$ cat src/rtl/bab_pkg.sv
package bab_pkg;

    localparam int ADDR_W = 32;
    localparam int DATA_W = 32;
    localparam int BE_W   = DATA_W / 8;

    localparam logic [1:0] SZ_BYTE = 2'd0;
    localparam logic [1:0] SZ_HALF = 2'd1;

    typedef enum logic [2:0] {
        ST_IDLE,
        ST_RD_REQ,
        ST_RD_WAIT,
        ST_WR_REQ,
        ST_WR_WAIT
    } state_e;

    typedef struct packed {
        logic [ADDR_W-1:0] addr;
        logic [BE_W-1:0]   be;
        logic [DATA_W-1:0] mask;
    } xlate_t;

    typedef struct packed {
        state_e            state;
        logic [ADDR_W-1:0] addr;
        logic [BE_W-1:0]   be;
        logic [DATA_W-1:0] mask;
        logic              write;
        logic              wbit;
        logic [DATA_W-1:0] wdata;
        logic              rdy;
        logic              rbit;
    } seq_regs_t;

endpackage

$ cat src/rtl/bab_xlate.sv
module bab_xlate
    import bab_pkg::*;
#(
    parameter logic [ADDR_W-1:0] ALIAS_BASE  = 32'h2200_0000,
    parameter logic [ADDR_W-1:0] TARGET_BASE = 32'h2000_0000,
    parameter int                WIN_BITS    = 25
) (
    input  logic [ADDR_W-1:0] addr,
    input  logic [1:0]        size,
    output xlate_t            xl
);

    localparam int WORD_SHIFT = 5;   // one alias word (32 bits) per target bit
    localparam int IDX_W      = $clog2(DATA_W);

    logic [ADDR_W-1:0]   diff;
    logic [WIN_BITS-1:0] off;
    logic [ADDR_W-1:0]   unit;
    logic [ADDR_W-1:0]   aligned;
    logic [IDX_W-1:0]    bidx;
    logic [IDX_W-1:0]    pos;
    logic                unused_bits;

    always_comb begin
        diff = addr - ALIAS_BASE;
        off  = diff[WIN_BITS-1:0];
        unit = TARGET_BASE | (ADDR_W'(off) >> WORD_SHIFT);
        case (size)
            SZ_BYTE: begin
                aligned = unit;
                bidx    = {2'b00, off[4:2]};
                xl.be   = 4'b0001 << unit[1:0];
            end
            SZ_HALF: begin
                aligned = {unit[ADDR_W-1:1], 1'b0};
                bidx    = {1'b0, off[5:2]};
                xl.be   = 4'b0011 << {unit[1], 1'b0};
            end
            default: begin
                aligned = {unit[ADDR_W-1:2], 2'b00};
                bidx    = off[6:2];
                xl.be   = 4'b1111;
            end
        endcase
        pos     = {aligned[1:0], 3'b000} + bidx;
        xl.mask = DATA_W'(1) << pos;
        xl.addr = aligned;
    end

    assign unused_bits = ^{diff, off[1:0]};

endmodule

$ cat src/rtl/bab_seq.sv
module bab_seq
    import bab_pkg::*;
(
    input  logic              clk,
    input  logic              rst_n,
    input  logic              s_req,
    input  logic              s_write,
    input  logic              s_wbit,
    input  xlate_t            xl,
    output logic              s_ready,
    output logic [DATA_W-1:0] s_rdata,
    output logic              m_req,
    output logic              m_we,
    output logic [ADDR_W-1:0] m_addr,
    output logic [BE_W-1:0]   m_be,
    output logic [DATA_W-1:0] m_wdata,
    input  logic              m_ack,
    input  logic [DATA_W-1:0] m_rdata
);

    seq_regs_t q, d;

    always_comb begin
        d = q;
        case (q.state)
            ST_IDLE: begin
                d.rdy = 1'b0;
                if (s_req && !q.rdy) begin
                    d.addr  = xl.addr;
                    d.be    = xl.be;
                    d.mask  = xl.mask;
                    d.write = s_write;
                    d.wbit  = s_wbit;
                    d.state = ST_RD_REQ;
                end
            end
            ST_RD_REQ:  d.state = ST_RD_WAIT;
            ST_RD_WAIT: begin
                if (m_ack) begin
                    if (q.write) begin
                        d.wdata = q.wbit ? (m_rdata | q.mask) : (m_rdata & ~q.mask);
                        d.state = ST_WR_REQ;
                    end else begin
                        d.rbit  = |(m_rdata & q.mask);
                        d.rdy   = 1'b1;
                        d.state = ST_IDLE;
                    end
                end
            end
            ST_WR_REQ:  d.state = ST_WR_WAIT;
            ST_WR_WAIT: begin
                if (m_ack) begin
                    d.rbit  = 1'b0;
                    d.rdy   = 1'b1;
                    d.state = ST_IDLE;
                end
            end
            default:    d.state = ST_IDLE;
        endcase
    end

    always_ff @(posedge clk or negedge rst_n) begin
        if (!rst_n) begin
            q <= '{state: ST_IDLE, default: '0};
        end else begin
            q <= d;
        end
    end

    assign m_req   = (q.state == ST_RD_REQ) || (q.state == ST_WR_REQ);
    assign m_we    = (q.state == ST_WR_REQ);
    assign m_addr  = q.addr;
    assign m_be    = q.be;
    assign m_wdata = q.wdata;
    assign s_ready = q.rdy;
    assign s_rdata = {{(DATA_W-1){1'b0}}, q.rbit};

    AST_REQ_PULSE: assert property (@(posedge clk) disable iff (!rst_n)
        m_req |=> !m_req);
    AST_RDY_PULSE: assert property (@(posedge clk) disable iff (!rst_n)
        s_ready |=> !s_ready);
    AST_NO_RDY_BUSY: assert property (@(posedge clk) disable iff (!rst_n)
        (q.state != ST_IDLE) |-> !s_ready);
    AST_ADDR_HELD: assert property (@(posedge clk) disable iff (!rst_n)
        (q.state != ST_IDLE && $past(q.state) != ST_IDLE) |-> ($stable(m_addr) && $stable(m_be)));
    AST_MASK_ONE: assert property (@(posedge clk) disable iff (!rst_n)
        (q.state != ST_IDLE) |-> ($countones(q.mask) == 1));
    AST_BE_LEGAL: assert property (@(posedge clk) disable iff (!rst_n)
        m_req |-> (m_be == 4'hF || m_be == 4'h3 || m_be == 4'hC || $countones(m_be) == 1));
    AST_MASK_IN_LANE: assert property (@(posedge clk) disable iff (!rst_n)
        m_req |-> ((q.mask & {{8{m_be[3]}}, {8{m_be[2]}}, {8{m_be[1]}}, {8{m_be[0]}}}) == q.mask));

endmodule

$ cat src/rtl/bit_alias_bridge.sv
module bit_alias_bridge
    import bab_pkg::*;
#(
    parameter logic [31:0] ALIAS_BASE  = 32'h2200_0000,
    parameter logic [31:0] TARGET_BASE = 32'h2000_0000,
    parameter int          WIN_BITS    = 25
) (
    input  logic        clk,
    input  logic        rst_n,
    input  logic        s_req,
    input  logic        s_write,
    input  logic [1:0]  s_size,
    input  logic [31:0] s_addr,
    input  logic [31:0] s_wdata,
    output logic        s_ready,
    output logic [31:0] s_rdata,
    output logic        m_req,
    output logic        m_we,
    output logic [31:0] m_addr,
    output logic [3:0]  m_be,
    output logic [31:0] m_wdata,
    input  logic        m_ack,
    input  logic [31:0] m_rdata
);

    xlate_t xl;
    logic   unused_wdata;

    bab_xlate #(
        .ALIAS_BASE  (ALIAS_BASE),
        .TARGET_BASE (TARGET_BASE),
        .WIN_BITS    (WIN_BITS)
    ) u_xlate (
        .addr (s_addr),
        .size (s_size),
        .xl   (xl)
    );

    bab_seq u_seq (
        .clk     (clk),
        .rst_n   (rst_n),
        .s_req   (s_req),
        .s_write (s_write),
        .s_wbit  (s_wdata[0]),
        .xl      (xl),
        .s_ready (s_ready),
        .s_rdata (s_rdata),
        .m_req   (m_req),
        .m_we    (m_we),
        .m_addr  (m_addr),
        .m_be    (m_be),
        .m_wdata (m_wdata),
        .m_ack   (m_ack),
        .m_rdata (m_rdata)
    );

    assign unused_wdata = ^s_wdata[31:1];

    AST_IDLE_IN_RESET: assert property (@(posedge clk)
        !rst_n |-> (!m_req && !s_ready));

endmodule

$ cat config.mk
export PLATFORM = sky130hd
export DESIGN_NAME = bit_alias_bridge
export DESIGN_NICKNAME = d
export VERILOG_FILES = /design/src/rtl/bab_pkg.sv /design/src/rtl/bab_xlate.sv /design/src/rtl/bab_seq.sv /design/src/rtl/bit_alias_bridge.sv
export SDC_FILE = /design/constraint.sdc
export NUM_CORES = 1
export LEC_CHECK = 0
export BUFFER_PORTS_ARGS = -buffer_cell sky130_fd_sc_hd__buf_2
export CAP_MARGIN = 15
export CORE_UTILIZATION = 42
export CTS_BUF_LIST = sky130_fd_sc_hd__clkbuf_8 sky130_fd_sc_hd__clkbuf_16
export DETAILED_ROUTE_END_ITERATION = 16
export GPL_TIMING_DRIVEN = 1
export PLACE_DENSITY = 0.67
export SLEW_MARGIN = 20
export SYNTH_ARGS = -nofsm -noshare
export SYNTH_HDL_FRONTEND = slang
export SYNTH_HIERARCHICAL = 1
export SYNTH_SLANG_ARGS = --single-unit
$ cat constraint.sdc
create_clock -name clk -period 1.85 [get_ports clk]
set_clock_uncertainty 0.2 [all_clocks]
set_input_delay 0.2775 -clock clk [delete_from_list [all_inputs] [get_ports clk]]
set_output_delay 0.2775 -clock clk [all_outputs]
set_load 0.01 [all_outputs]
* Word level (Yosys, flattened, before mapping)
Index checks and enable logic that the tools add are counted.
Operators by class: muxes and demuxes 14, reductions and logical operators 13, add/sub/neg operators 2, bitwise operators 4, equality and inequality tests 9, shift operators 3
Operators by type and width (number):
- two-way mux 73 bit | 1
- bitwise AND 32 bit | 2
- two-way mux 32 bit | 1
- inverter 32 bit | 1
- OR 32 bit | 1
- OR reduction 32 bit | 1
- << shifter 1 x 5 -> 32 bit, first input constant | 1
- subtractor 25 x 1 -> 25 bit, second input constant | 1
- case mux 3 bit (5 select lines) | 1
- case mux 5 bit (2 select lines) | 1
- two-way mux 2 bit | 4
- case mux 4 bit (2 select lines) | 1
- AND reduction 4 bit | 2
- == test 3 x 2 -> 1 bit, second input constant | 2
- two-way mux 3 bit | 2
- inequality test 2 bit, second input constant | 3
- AND reduction 3 bit | 2
- adder 5 bit | 1
- case mux 2 bit (2 select lines) | 1
- << shifter 1 x 2 -> 4 bit, first input constant | 1
- << shifter 2 x 2 -> 4 bit, first input constant | 1
- == test 3 x 1 -> 1 bit, second input constant | 1
- == test 3 bit, second input constant | 1
- zero test 3 bit | 1
- 11 further kinds | 11
Storage, ports and cells: word-level logic and storage cells 54, register bits 105, output and inout port bits 103

* Depth between registers and ports, before layout
Gate-level depths: netlist (run 1).
depth in word-level cells 6, depth in mapped cells 6

* Hierarchy
The synthesis (run 1) kept the hierarchy.
By module, submodules not included:
- bab_seq | times used 1, area each 5537.8 um^2, sequential area each 2677.6 um^2, cells an instance 440
- bab_xlate | times used 1, area each 654.4 um^2, sequential area each 0.0 um^2, cells an instance 99

* Least setup slack after synthesis (run 1)
OpenSTA, ideal clock, no wires.
kind input-to-reg, from input port s_size[1], to register u_seq/q[36] (netlist name), slack -0.058 ns, required time 1.586 ns, buffers on the path 1, stages 6, data arrival time 1.644 ns, cell sequence nor3b_1 ha_1 buf_2 or4_1 nor2_1 mux2_4
RTL lines:
- start: declaration | RTL line bit_alias_bridge.sv:12 | input logic [1:0] s_size,
- end signal: assignment | RTL line bab_seq.sv:64 | q <= '{state: ST_IDLE, default: '0};
- end signal: assignment | RTL line bab_seq.sv:66 | q <= d;
- end: declaration | RTL line bab_seq.sv:21 | seq_regs_t q, d;

* Final worst setup path (run 1)
from register u_seq/q[105] (netlist name), to register u_seq.q, in the netlist u_seq/m_addr[20]
On the way: word-level cells in the longest chain between the ends 2
RTL lines:
- zero test 3 bit | RTL line bab_seq.sv:25 | case (q.state)
- AND reduction 2 bit (no source line)
Every way passes these cells. A chain may end at the register's enable or synchronous reset.

==> flow_summary.ini, run 1 <==
[pwr]
p_clk_share_pct = 20.3
p_seq_share_pct = 38.3
intPower_mw = 6.598
power.leakage_nw = 3.503
p_sw_mw = 3.358
cellPowerDensity_nw_per_um2 = 1442
p_sw_share_pct = 33.73
power.share.combinational_pct = 41.4
vdd_drop_max_mv = 0.7116

[logic_synthesis]
netlist_area_um2 = 6192
async_flop_share_pct = 100.0
synth_top_area_share_pct = 43.24
synth.avg_cell_area_um2 = 11.49
yosysUniqueCellTypes = 34
netlist_instances = 539
synth_seq_area_share_pct = 43.24
synth-edff-count = 0
synth_top_flop_cell = dfrtp_1
ys_top_cells_by_count = 130 x buf_4, 107 x dfrtp_1, 70 x mux2_4
yosysMostFrequentCell = buf_4
synth_area_leader_cell = dfrtp_1
yosysWarningCount = 6
synth_area_leaders = dfrtp_1 43%, mux2_4 17%, buf_4 16%
synth_seq_cells = 107

[floorplan]
die_area_um2 = 15230
rows = 44
ios = 206
die_x_um = 123.4
core_area_um2 = 14480
start_util_pct = 42.77
die_h_um = 123.4

[drt]
drtIter0Drc = 153
drcViolationCount = 0
wl_mm = 12.32
dr.pass1.iters = 4
num_vias = 3825
routedWlPerCell_um = 15.40
postRouteAntennaNets = 0
via_per_inst = 4.781

[placed_design]
dp_hpwl_mm = 8.649
numPortBuffers = 134
dpl-instance-area_um2 = 6340
gp_congestion = 0.7682

[global_routing]
grt_overflow = 0
grt_usage_pct = 16.54
antenna_found_initial = 0
first_global_vias = 3718
grt_max_degree = 65
grt_pass1_wl_mm = 18.98

[sta]
rsz0062_at_grt = false
hold_viol = 0
period_share_pct = 97.60
whs_ns = 0.03586
setup_viol = 0
fmax_mhz = 553.8
period_needed_ns = 1.806
drv_slew = 0
final.setup.tns_ns = 0

[setup_path]
crit_path_start_kind = flip-flop
arrival_ns = 1.84
critPathCaptureType = flip-flop
cp_data_required_time_ns = 1.89
crit_fanout = 34
path_class = flip-flop to flip-flop

[clock_network]
clk_pin_slew_worst_paths_ns = 0.07
clockBufferDepth = 2
clk_latency_ns = 0.35
cts_max_level = 3
tritoncts = built
cts_inserted_buffers = 9
cts.sinks = 107
cts_root_buf = clkbuf_16

[finish]
final_layout_size_suffix_gt1_share_pct = 40.91
synthToLayoutAreaGrowth_pct = 11.50
final_core_util_pct = 47.68
stdcell_area_um2 = 6904
fin_nets = 715
n_antenna_cell = 0

[hold_path]
worst_hold_path_type = input pin to flip-flop

[status]
status = finished, final reports clean

[flow_run]
max-cap-violations = 0
==> flip-flops by register name, indices dropped and copies added (netlist names) <==
| signal | flops |
|---|---|
| u_seq/s_ready | 1 |
| u_seq/m_addr | 32 |
| u_seq/q | 37 |
| u_seq/m_be | 4 |
| u_seq/m_wdata | 32 |
| u_seq/s_rdata | 1 |
==> worst max-delay path, cell delays in order (launching register included) <==
cell	delay [ns]
dfrtp_1	0.41
nor3_4	0.25
nand3b_4	0.21
buf_12	0.25
mux2_4	0.33
==> power by group through the flow <==
| stage | sequential, mW | clock [mW] | combinational, mW |
|---|---|---|---|
| global placement | 3.79 | 0 | 3.96 |
| floorplan | 3.67 | 0 | 3.85 |
| CTS | 3.81 | 2.09 | 4.09 |
| detailed placement | 3.84 | 0 | 4.04 |
| finish | 3.81 | 2.02 | 4.12 |
| global route | 3.94 | 2.17 | 4.51 |
==> kinds of logic (layout without fill, tap and decap cells) <==
kind of cell / count (synthesis) / after routing / share of synthesized area (%)
simple gates: 104 / 104 / 8.871
other cells: 3 / 43 / 0.1818
flops: 107 / 107 / 43.24
fa+ha+maj: 1 / 1 / 0.2020
mux: 104 / 104 / 22.47
buf+inv: 159 / 196 / 18.85
xor+xnor: 2 / 2 / 0.5255
compound gates: 59 / 59 / 5.658
==> final timing paths <==
check | start | endpoint | slack, ns | cells past startpoint
max | u_seq/q[105] | u_seq/m_addr[20] | 0.04 | 4
min | m_rdata[22] | u_seq/m_wdata[22] | 0.04 | 3
max reg2reg | u_seq/q[105] | u_seq/m_addr[20] | 0.04 | 4
min reg2reg | u_seq/m_wdata[27] | u_seq/m_wdata[27] | 0.28 | 2
max in group asynchronous | rst_n | u_seq/m_wdata[28] | 0.68 | 3
min in group asynchronous | rst_n | u_seq/m_addr[27] | 0.16 | 2
==> per-stage QoR <==
| stage | worst slack (ns) | cells | power [mW] |
|---|---|---|---|
| after floorplan | 0.02531 | 579 | 7.523 |
| after global placement | -0.1399 | 762 | 7.752 |
| after detailed placement | -0.1683 | 762 | 7.887 |
| after CTS | 0.01555 | 799 | 9.996 |
| after global routing | 0.002953 | 800 | 10.62 |
| final | 0.04437 | 800 | 9.956 |
==> final cells by class <==
cell class	instances	area, um2
clock inverters	7	86.33
fillers	1323	7575
flip-flops and latches	107	2678
inverters	3	11.26
clock buffers	9	225.2
multi-input cells	313	2536
well taps	184	230.2
repair buffers	177	1137
==> per-layer routing <==
layer  global-route usage (%)  share of wire, %  vias up
li1                         -                 -     1815
met1                    21.19                44     1884
met2                    26.85                49      107
met3                    3.413               4.3       19
met4                    7.380               2.4        0
met5                        0                 0        -
==> layout by cell type (no fill, tap or decap), types with 14 or more instances in the layout <==
| master | count |
|---|---|
| mux2_4 | 70 |
| o21ai_0 | 35 |
| mux2i_1 | 34 |
| conb_1 | 43 |
| dlygate4sd3_1 | 21 |
| nand2_1 | 35 |
| dfrtp_1 | 107 |
| nor2_1 | 34 |
| a22oi_1 | 14 |
| buf_2 | 132 |
| buf_4 | 15 |
==> what timing repair did <==
| item | 4_1_cts | 5_1_grt |
|---|---|---|
| hold buffers | 21 | 0 |
| resized for setup | 1 | 8 |
| endpoints found under the setup margin | 1 | 2 |
| setup buffers | 0 | 1 |
| endpoints found under the hold margin | 106 | 0 |
| pin swaps | 0 | 3 |
Power figures use the tool's default switching activity.
==> inputs of run 2 (changes only) <==
HOLD_SLACK_MARGIN = 0.05   (was unset)
RECOVER_POWER = 50   (was unset)
==> run 2 against run 1 <==
Against the previous run:
- first-iteration DRC count is 14% lower
- hold slack better by 0.020 ns
- global-route usage is 0.54 points higher
- maximum frequency is 0.35% higher
- critical path depth stayed put
- power is 0.18% lower
- non-clock buffer count is 15 higher
- critical path type unchanged
- sequential share of layout area is 0.72 points lower
- combinational power hardly changed
- sequential power hardly changed
- die area stayed put
- largest power group unchanged
- final area is 1.9% higher
==> flow_summary.ini, run 2 (same netlist as run 1, synthesis figures left out) <==
[drt]
dr.pass1.iters = 4
routedWlPerCell_um = 15.59
num_vias = 3900
drcViolationCount = 0
drtIter0Drc = 132
postRouteAntennaNets = 0
via_per_inst = 4.785
wl_mm = 12.71

[pwr]
power_mw = 9.938
power.leakage_nw = 3.480
vdd_drop_max_mv = 0.7114
cellPowerDensity_nw_per_um2 = 1413

[global_routing]
grt_usage_pct = 17.08
antenna_found_initial = 0
grt_max_degree = 65
first_global_vias = 3846
grt_overflow = 0
grt_pass1_wl_mm = 19.63

[floorplan]
die_area_um2 = 15230
start_util_pct = 42.77
rows = 44
ios = 206
die_h_um = 123.4
core_area_um2 = 14480
die_x_um = 123.4

[sta]
rsz0062_at_grt = false
setup_viol = 0
worst_slack_ns = 0.05061
hold_viol = 0
drv_slew = 0
worstMarginPinSlew_ns = 0.6211
fmax_mhz = 555.7
period_share_pct = 97.26
period_needed_ns = 1.799
relSlewSlack_pct = 58.60

[setup_path]
crit_path_start_kind = flip-flop
critPathCaptureType = flip-flop
crit_fanout = 34
arrival_ns = 1.83
cp_data_required_time_ns = 1.88
path_class = flip-flop to flip-flop

[flow_run]
max-cap-violations = 0

[finish]
final_cell_mix = 107 x dfrtp_1, 103 x buf_2, 70 x mux2_4, 43 x conb_1, 39 x dlygate4sd3_1
multi_input_area_um2 = 2551
fillers = 1306
final_core_util_pct = 48.58
max_flop_register = u_seq/q
final_common_cell = dfrtp_1
synthToLayoutAreaGrowth_pct = 13.60
final-seq-area_um2 = 2678
final_layout_size_suffix_gt1_share_pct = 35.82
instances_no_fill = 815
fin_nets = 730
largest_reg_flops = 37
n_antenna_cell = 0

[clock_network]
clockBufferDepth = 2
cts.sinks = 107
clk_pin_slew_worst_paths_ns = 0.07
tritoncts = built
clk_latency_ns = 0.35
cts_root_buf = clkbuf_16
cts_inserted_buffers = 9
cts_max_level = 3

[placed_design]
pre_cts_ws_ns = -0.1683
numPortBuffers = 134
dp_hpwl_mm = 8.649
placed_cells = 762
gp_congestion = 0.7682

[hold_path]
worst_hold_path_type = input pin to flip-flop

[status]
status = finished, final reports clean
run 2: cell types whose count changed in the layout (fill, tap and decap cells not counted), sizes merged:
cell,delta
buf,-32
clkbuf,+29
dlygate4sd3,+18
run 2: report_power, final:
part | total, mW | leakage [nW] | switching (mW) | internal [mW]
logic | 4.09 | 1.96 | 1.93 | 2.15
clock network | 2.03 | 0.155 | 0.854 | 1.17
registers | 3.83 | 1.36 | 0.602 | 3.22
run 2: area by class of cell:
cell class / count / area share, %
clock inverters: 7 / 1.227
multi-input cells: 313 / 36.27
well taps: 184 / 3.273
clock buffers: 9 / 3.202
inverters: 3 / 0.1601
repair buffers: 192 / 17.81
flip-flops and latches: 107 / 38.06
run 2: path summary, 6_finish.rpt:
check,from,to,slack [ns],cells past startpoint
worst max-delay path,u_seq/q[105],u_seq/m_addr[20],0.05,4
worst min-delay path,m_rdata[14],u_seq/m_wdata[14],0.06,3
worst max register to register,u_seq/q[105],u_seq/m_addr[20],0.05,4
worst min register to register,u_seq/m_wdata[27],u_seq/m_wdata[27],0.28,2
max in group asynchronous,rst_n,u_seq/m_wdata[9],0.22,3
min in group asynchronous,rst_n,u_seq/m_addr[27],0.27,2
run 2: critical path, cell delays in order (launching register included):
cell and delay (ns):
dfrtp_1 0.41, nor3_4 0.25, nand3b_4 0.21, buf_12 0.25, mux2_4 0.33
run 2: layer usage:
| metal | share of wire, % | vias to the layer above | wire length (um) | global-route usage (%) |
|---|---|---|---|---|
| met5 | 0 | - | 0 | 0 |
| met2 | 50 | 110 | 6327 | 28.00 |
| met3 | 4.1 | 20 | 522 | 3.413 |
| met1 | 44 | 1923 | 5571 | 21.81 |
| met4 | 2.3 | 0 | 286 | 7.380 |
| li1 | - | 1847 | - | - |
run 2: what timing repair did:
| item | in CTS | in global routing |
|---|---|---|
| gates resized for setup | 1 | 11 |
| hold buffers | 39 | 0 |
| setup endpoints to repair | 1 | 2 |
| setup buffers | 0 | 1 |
| hold endpoints to repair | 145 | 0 |
| pin swaps | 0 | 5 |
run 2: metrics by stage:
step	setup TNS, ns	hold WS (ns)	cell area, um2
after detailed placement	-3.523	0.008116	6340
after floorplan	0	-0.2181	6360
after CTS	0	0.05060	7042
final	0	0.05636	7034
after global routing	0	0.06195	7034
after global placement	-2.588	-0.002228	6340
